===== config.mk =====
export PLATFORM = sky130hd
export DESIGN_NAME = psw_update_unit
export DESIGN_NICKNAME = d
export VERILOG_FILES = /design/src/rtl/psw_pkg.sv /design/src/rtl/psw_cc_unit.sv /design/src/rtl/psw_spl_unit.sv /design/src/rtl/psw_swab_unit.sv /design/src/rtl/psw_update_unit.sv
export SDC_FILE = /design/constraint.sdc
export NUM_CORES = 1
export LEC_CHECK = 0
export CORE_ASPECT_RATIO = 1.2
export CORE_MARGIN = 2
export CORE_UTILIZATION = 38
export DETAILED_ROUTE_END_ITERATION = 8
export PLACE_DENSITY = 0.95
export SYNTH_ARGS = -nofsm -noshare
export SYNTH_HDL_FRONTEND = slang
export SYNTH_SLANG_ARGS = --single-unit

===== constraint.sdc =====
create_clock -name clk -period 2.5 [get_ports clk]
set_clock_uncertainty 0.15 [all_clocks]
set_input_delay 0.25 -clock clk [delete_from_list [all_inputs] [get_ports clk]]
set_output_delay 0.25 -clock clk [all_outputs]
set_load 0.1 [all_outputs]

===== src/rtl/psw_pkg.sv =====
package psw_pkg;

    localparam int PSW_W    = 16;
    localparam int BYTE_W   = 8;
    localparam int FLAG_N   = 4;
    localparam int FLAG_LO  = 0;
    localparam int BIT_C    = 0;
    localparam int BIT_V    = 1;
    localparam int BIT_Z    = 2;
    localparam int BIT_N    = 3;
    localparam int PRI_LO   = 5;
    localparam int PRI_W    = 3;
    localparam int MODE_LO  = 14;
    localparam int MODE_W   = 2;
    localparam int SETCLR_B = 4;

    typedef enum logic [1:0] {
        OP_IDLE = 2'b00,
        OP_CC   = 2'b01,
        OP_SPL  = 2'b10,
        OP_SWAB = 2'b11
    } psw_op_e;

    typedef struct packed {
        logic [PSW_W-1:0] psw;
        logic [PSW_W-1:0] swab;
    } psw_state_t;

endpackage


===== src/rtl/psw_cc_unit.sv =====
module psw_cc_unit
    import psw_pkg::*;
#(
    parameter int DATA_W = PSW_W,
    parameter int NFLAGS = FLAG_N
) (
    input  logic [DATA_W-1:0] psw_in,
    input  logic              set_val,
    input  logic [NFLAGS-1:0] flag_en,
    output logic [DATA_W-1:0] psw_out
);
    localparam int HI_LO = FLAG_LO + NFLAGS;

    logic [NFLAGS-1:0] flags_d;

    // one mux per flag: enabled flags take the set/clear value
    for (genvar g = 0; g < NFLAGS; g++) begin : g_flag
        always_comb begin
            flags_d[g] = flag_en[g] ? set_val : psw_in[FLAG_LO + g];
        end
    end

    always_comb begin
        psw_out = psw_in;
        psw_out[HI_LO-1:FLAG_LO] = flags_d;
    end
endmodule


===== src/rtl/psw_spl_unit.sv =====
module psw_spl_unit
    import psw_pkg::*;
#(
    parameter int DATA_W = PSW_W,
    parameter int LVL_W  = PRI_W
) (
    input  logic [DATA_W-1:0] psw_in,
    input  logic              kernel,
    input  logic [LVL_W-1:0]  level,
    output logic [DATA_W-1:0] psw_out
);
    always_comb begin
        psw_out = psw_in;
        if (kernel) begin
            psw_out[PRI_LO +: LVL_W] = level;
        end
    end
endmodule


===== src/rtl/psw_swab_unit.sv =====
module psw_swab_unit
    import psw_pkg::*;
#(
    parameter int DATA_W = PSW_W,
    localparam int HALF_W = DATA_W / 2
) (
    input  logic [DATA_W-1:0] psw_in,
    input  logic [DATA_W-1:0] operand,
    output logic [DATA_W-1:0] result,
    output logic [DATA_W-1:0] psw_out
);
    always_comb begin
        result  = {operand[HALF_W-1:0], operand[DATA_W-1:HALF_W]};
        psw_out = psw_in;
        // flags follow the low byte of the swapped value only
        psw_out[BIT_N] = result[HALF_W-1];
        psw_out[BIT_Z] = (result[HALF_W-1:0] == '0);
        psw_out[BIT_V] = 1'b0;
        psw_out[BIT_C] = 1'b0;
    end
endmodule


===== src/rtl/psw_update_unit.sv =====
module psw_update_unit
    import psw_pkg::*;
#(
    parameter int DATA_W = PSW_W
) (
    input  logic              clk,
    input  logic              rst,
    input  logic [1:0]        op_sel,
    input  logic [DATA_W-1:0] instr,
    input  logic [DATA_W-1:0] swab_operand,
    input  logic              rld_valid,
    input  logic [DATA_W-1:0] rld_word,
    output logic [DATA_W-1:0] psw,
    output logic [DATA_W-1:0] swab_result
);
    localparam int HALF_W = DATA_W / 2;

    psw_state_t state_d, state_q;
    psw_op_e    op;
    logic       kernel;
    logic [DATA_W-1:0] psw_cc, psw_spl, psw_sw, sw_res;

    assign op     = psw_op_e'(op_sel);
    assign kernel = (state_q.psw[MODE_LO +: MODE_W] == '0);

    psw_cc_unit #(.DATA_W(DATA_W), .NFLAGS(FLAG_N)) u_cc (
        .psw_in  (state_q.psw),
        .set_val (instr[SETCLR_B]),
        .flag_en (instr[FLAG_N-1:0]),
        .psw_out (psw_cc)
    );

    psw_spl_unit #(.DATA_W(DATA_W), .LVL_W(PRI_W)) u_spl (
        .psw_in  (state_q.psw),
        .kernel  (kernel),
        .level   (instr[PRI_W-1:0]),
        .psw_out (psw_spl)
    );

    psw_swab_unit #(.DATA_W(DATA_W)) u_swab (
        .psw_in  (state_q.psw),
        .operand (swab_operand),
        .result  (sw_res),
        .psw_out (psw_sw)
    );

    always_comb begin
        state_d = state_q;
        unique case (op)
            OP_CC:   state_d.psw = psw_cc;
            OP_SPL:  state_d.psw = psw_spl;
            OP_SWAB: begin
                state_d.psw  = psw_sw;
                state_d.swab = sw_res;
            end
            default: state_d.psw = state_q.psw;
        endcase
        // reload overrides any same-cycle flag or priority change
        if (rld_valid) begin
            state_d.psw = rld_word;
        end
    end

    always_ff @(posedge clk) begin
        if (rst) begin
            state_q <= '0;
        end else begin
            state_q <= state_d;
        end
    end

    assign psw         = state_q.psw;
    assign swab_result = state_q.swab;

    AST_RESET_CLEAR: assert property (@(posedge clk)
        rst |=> (psw == '0 && swab_result == '0));
    AST_CC_UPPER_KEEP: assert property (@(posedge clk) disable iff (rst)
        (op_sel == 2'b01 && !rld_valid) |=> psw[DATA_W-1:FLAG_N] == $past(psw[DATA_W-1:FLAG_N]));
    AST_SPL_USER_HOLD: assert property (@(posedge clk) disable iff (rst)
        (op_sel == 2'b10 && !rld_valid && psw[MODE_LO +: MODE_W] != '0) |=> $stable(psw));
    AST_SPL_LEVEL: assert property (@(posedge clk) disable iff (rst)
        (op_sel == 2'b10 && !rld_valid && psw[MODE_LO +: MODE_W] == '0)
        |=> psw[PRI_LO +: PRI_W] == $past(instr[PRI_W-1:0]));
    AST_SWAB_SWAP: assert property (@(posedge clk) disable iff (rst)
        (op_sel == 2'b11) |=> swab_result == {$past(swab_operand[HALF_W-1:0]), $past(swab_operand[DATA_W-1:HALF_W])});
    AST_SWAB_HOLD: assert property (@(posedge clk) disable iff (rst)
        (op_sel != 2'b11) |=> $stable(swab_result));
    AST_SWAB_VC_CLEAR: assert property (@(posedge clk) disable iff (rst)
        (op_sel == 2'b11 && !rld_valid) |=> (psw[BIT_V] == 1'b0 && psw[BIT_C] == 1'b0));
    AST_RELOAD_WORD: assert property (@(posedge clk) disable iff (rst)
        rld_valid |=> psw == $past(rld_word));
    AST_IDLE_HOLD: assert property (@(posedge clk) disable iff (rst)
        (op_sel == 2'b00 && !rld_valid) |=> $stable(psw));
endmodule


==> flow_summary.yaml, run 1 <==
run_status:
  outcome: "finished clean"
synthesis:
  synth_area_per_cell_sq_um: 8.74
  synth-edff-count: 0
  syn_inst: 150
  yosysUniqueCellTypes: 21
  synthFlopType: "dfxtp_1"
  synth-async-reset-ratio_pct: 0
  ys_seq_area_share_pct: 48.9
  yosys_warnings: 0
  syn_area_sq_um: 1310
  syn_nets: 203
  ys_seq_elements: 32
global_route:
  grt_max_degree: 33
  use_met1_pct: 17.9
  gr-total-overflow: 0
  busiest_layer: "met2"
  antenna_found_initial: 0
  grt_use_met2_pct: 31.1
  grt_pass1_wl_um: 5190
  grt_pass1_vias: 1177
  grt_usage_pct: 17.5
  use_met3_pct: 8.70
floorplanning:
  ios: 85
  dieArea_sq_um: 3940
  die_w_um: 57.6
  die_y_um: 68.4
  initial_core_util_pct: 39.6
  core_area_sq_um: 3310
  num_rows: 23
placement:
  port_buffers: 73
  gp_congestion: 0.767
  dp_hpwl_um: 2460
  post-place-ws_ps: 463
routing:
  wirelength_um: 3250
  via_per_inst: 4.92
  drt_iter0_drc: 42
  dr.pass1.iters: 4
  post-route-drc-count: 0
  drtAntennaViolNets: 0
  wl_per_cell_um: 12.4
  via_count: 1288
worst_setup_path:
  cp.required_ps: 2510
  arrival_ps: 1760
  startpoint_type: "primary input"
  path_class: "in -> reg"
  endpoint_kind: "flop"
  worst-path-max-fanout: 11
power:
  p_clk_share_pct: 27.0
  p_per_area_nw_per_um2: 641
  power.switching_mw: 0.464
  power.internal_mw: 0.857
  p_leak_nw: 0.892
  seqPwrFrac_pct: 41.9
  p_total_mw: 1.32
  p_sw_share_pct: 35.1
  ir_drop_mv: 0.534
  combPwrFrac_pct: 31.1
layout:
  fillers: 310
  layout.nets: 278
  final_common_cell: "clkdlybuf4s50_1"
  final_cell_mix: "41 x clkdlybuf4s50_1, 37 x buf_4, 34 x nand2_1, 32 x dfxtp_1, 17 x a21oi_1"
  num_antenna_cells: 0
  areaGrowthSynthToFinish_pct: 57.2
  drive_above_1_share_pct: 20.4
clock_network:
  cts-hold-fix-buffers: 0
  htreeDepth: 2
  cts_root_buffer: "clkbuf_8"
  clk_latency_ps: 270
  cts_max_path_buffers: 2
  clk_pin_slew_worst_paths_ps: 60
  cts_resized: 0
  cts_buffers: 5
  clock-sinks: 32
  cts_tree: "done"
  cts_setup_buffers: 0
timing:
  setup_viol: 0
  slew_headroom_pct: 74.6
  hold_viol_final: 0
  holdWs_ps: 302
  worst_pin_slew_ps: 380
  fmaxAchievable_ghz: 0.570
  post-route-period-util_pct: 70.2
  fin_crit_ps: 1750
  slew_viol_final: 0
  grt_setup_unrepaired: "false"
  finalWorstSetupSlack_ps: 745
  fin_setup_tns_ps: 0
worst_hold_path:
  hp-class: "reg -> reg"
flow_run:
  maxCapViolations: 0
registers in the layout (all words and copies together) (netlist names):
signal	flops
psw	16
swab_result	16
metal layers:
metal / wire length, um / share of wire (%) / vias to the layer above
met4: 27 / 0.83 / 0
li1: - / - / 653
met2: 1650 / 51 / 60
met5: 0 / 0 / -
met3: 333 / 10 / 4
met1: 1240 / 38 / 571
cell type report:
type | count | area, sq um | share of cell area, %
clock buffer | 6 | 72.6 | 3.52
timing repair buffer | 78 | 688 | 33.4
multi-input combinational | 105 | 597 | 29.0
inverter | 3 | 11.3 | 0.546
sequential | 32 | 641 | 31.1
clock inverter | 1 | 5.00 | 0.243
tap | 37 | 46.3 | 2.25
metrics by stage:
stage	util (%)	instance area, sq um	cells
3_3_place_gp	59.9	1980	255
5_1_grt	62.3	2060	262
4_1_cts	62.3	2060	262
6_report	62.3	2060	262
3_5_place_dp	59.9	1980	255
2_1_floorplan	-	1310	150
Yosys cell counts, types with 2 or more instances:
library cell   n  share of area, %
nor2b_1        3               1.4
a221oi_1       3               2.0
inv_1          3              0.86
a21oi_1       17               6.5
nor2_1        15               4.3
mux2_1         3               2.6
o21ai_0        7               2.7
mux2i_1       13               9.9
nand2_1       34               9.7
nor3_1         2              0.76
a41oi_1        2               1.3
clkbuf_1       5               1.4
buf_2          2              0.76
buf_6          3               2.6
dfxtp_1       32                49
critical path: stages:
cell             delay, ps
clkdlybuf4s50_1        600
nor4b_4                380
mux2_1                 350
mux2i_1                130
nor2_1                  50
cells by family (layout without fill, tap and decap cells):
logic type	count (synthesis)	count (layout)	share of synthesized area [%]
flops	32	32	48.9
mux	16	16	12.5
buf+inv	13	88	5.63
simple gates	60	60	20.5
compound gates	29	29	12.5
power by group through the flow:
stage / clock network [mW] / logic [mW] / registers, mW
floorplan: 0 / 0.0778 / 0.771
global placement: 0 / 0.408 / 0.565
detailed placement: 0 / 0.413 / 0.566
CTS: 0.370 / 0.414 / 0.555
global route: 0.399 / 0.431 / 0.558
finish: 0.356 / 0.411 / 0.554
worst paths after layout:
check,from,end,slack [ps],depth (start not counted)
max,op_sel[0],psw[7],750,5
min,swab_result[14],swab_result[14],300,2
max reg2reg,psw[14],psw[7],980,4
min reg2reg,swab_result[14],swab_result[14],300,2
(Power assumes the default switching activity.)
==> run 2, diff against run 1 <==
CORE_UTILIZATION = 36   (was 38)
PLACE_DENSITY = 0.92   (was 0.95)
clock period = 1.7 ns   (was 2.5 ns; I/O delays follow)
==> run 2 against run 1 <==
Final cell count grew 1.5%; setup slack lost 560 ps; register-to-register slack lost 790 ps; sequential share of layout area shrank 5.4 points; critical path type is now reg -> reg; critical endpoint is now psw[5]; highest routed layer unchanged.
==> flow_summary.yaml, run 2 (synthesis gave the netlist of run 1 again) <==
layout:
  areaGrowthSynthToFinish_pct: 90.7
  final_cell_mix: "41 x clkdlybuf4s50_1, 34 x nand2_1, 33 x buf_12, 30 x dfxtp_1, 17 x a21oi_1"
  multi_input_area_sq_um: 597
  ff_latch_area_sq_um: 643
  final_common_cell: "clkdlybuf4s50_1"
  fillers: 264
  num_antenna_cells: 0
  final_util_pct: 70.0
  layout.nets: 279
  drive_above_1_share_pct: 22.5
timing:
  fmaxAchievable_ghz: 0.661
  fin_crit_ps: 1510
  slew_headroom_pct: 80.1
  slew_viol_final: 0
  worst_pin_slew_ps: 296
  setup_viol: 0
  grt_setup_unrepaired: "false"
  post-route-period-util_pct: 89.0
  finalWorstSetupSlack_ps: 187
  hold_viol_final: 0
routing:
  wirelength_um: 3590
  drt_iter0_drc: 55
  topRoutingLayerUsed: "met4"
  post-route-drc-count: 0
  wl_met2_um: 1990
  wl_met3_um: 196
  dr.pass1.iters: 4
  wl_per_cell_um: 13.5
  wl_met1_um: 1330
  via_per_inst: 4.91
  via_count: 1307
  drtAntennaViolNets: 0
run_status:
  outcome: "finished clean"
global_route:
  gr-total-overflow: 0
  grt_pass1_vias: 1344
  grt_pass1_wl_um: 6100
  grt_max_degree: 33
  antenna_found_initial: 0
  grt_usage_pct: 19.0
placement:
  post-place-ws_ps: -59.0
  dp_hpwl_um: 2800
  port_buffers: 73
  gp_congestion: 0.789
floorplanning:
  num_rows: 24
  initial_core_util_pct: 36.7
  dieArea_sq_um: 4140
  die_w_um: 59.1
  die_y_um: 70.1
  ios: 85
  core_area_sq_um: 3570
clock_network:
  htreeDepth: 2
  cts-hold-fix-buffers: 0
  cts_buffers: 5
  cts_tree: "done"
  cts_setup_buffers: 0
  clk_latency_ps: 270
  cts_root_buffer: "clkbuf_8"
  cts_max_path_buffers: 2
  clock-sinks: 32
  clk_pin_slew_worst_paths_ps: 60
  cts_resized: 0
power:
  p_per_area_nw_per_um2: 855
  p_total_mw: 2.14
  ir_drop_mv: 0.654
  p_leak_nw: 1.01
worst_hold_path:
  hp-class: "in -> reg"
worst_setup_path:
  cp.required_ps: 1710
  worst-path-max-fanout: 3
  endpoint_kind: "flop"
  path_class: "reg -> reg"
  arrival_ps: 1530
  startpoint_type: "flop"
flow_run:
  maxCapViolations: 0
[run 2: layout make-up]
class | count | area share [%]
sequential | 32 | 25.7
clock inverter | 2 | 0.400
timing repair buffer | 79 | 44.3
multi-input combinational | 105 | 23.9
inverter | 3 | 0.450
tap | 39 | 1.95
clock buffer | 6 | 3.30
[run 2: where the power goes]
part           total [mW]  switching [mW]  leakage (nW)  internal, mW
sequential          0.839          0.0459         0.264         0.793
combinational       0.716           0.418         0.700         0.298
clock               0.583           0.260        0.0510         0.322
total                2.14           0.724          1.01          1.41
[run 2: worst paths after layout]
kind / from / end / slack, ps / cells after the start
worst max-delay path: psw[14] / psw[5] / 190 / 4
worst min-delay path: swab_operand[6] / swab_result[14] / 290 / 3
worst max register to register: psw[14] / psw[5] / 190 / 4
worst min register to register: swab_result[13] / swab_result[13] / 340 / 2
[run 2: stage by stage]
step / TNS, ps / area [sq um] / cells / hold slack [ps]
finish: 0 / 2500 / 266 / 293
global route: 0 / 2500 / 266 / 297
CTS: 0 / 2500 / 266 / 281
detailed placement: -184 / 2410 / 258 / 335
global placement: -111 / 2410 / 258 / 329
floorplan: 0 / 1310 / 150 / 98.7
[run 2: critical path: stages, from the launching register on]
cell,delay [ps]
dfxtp_2,350
nor4b_4,350
mux2_1,360
mux2i_1,140
nor2_1,50
[run 2: metal layers]
layer / vias to the layer above / track usage (%)
met1: 587 / 20.7
li1: 655 / -
met3: 7 / 3.70
met4: 0 / 8.33
met2: 58 / 34.1
met5: - / 0
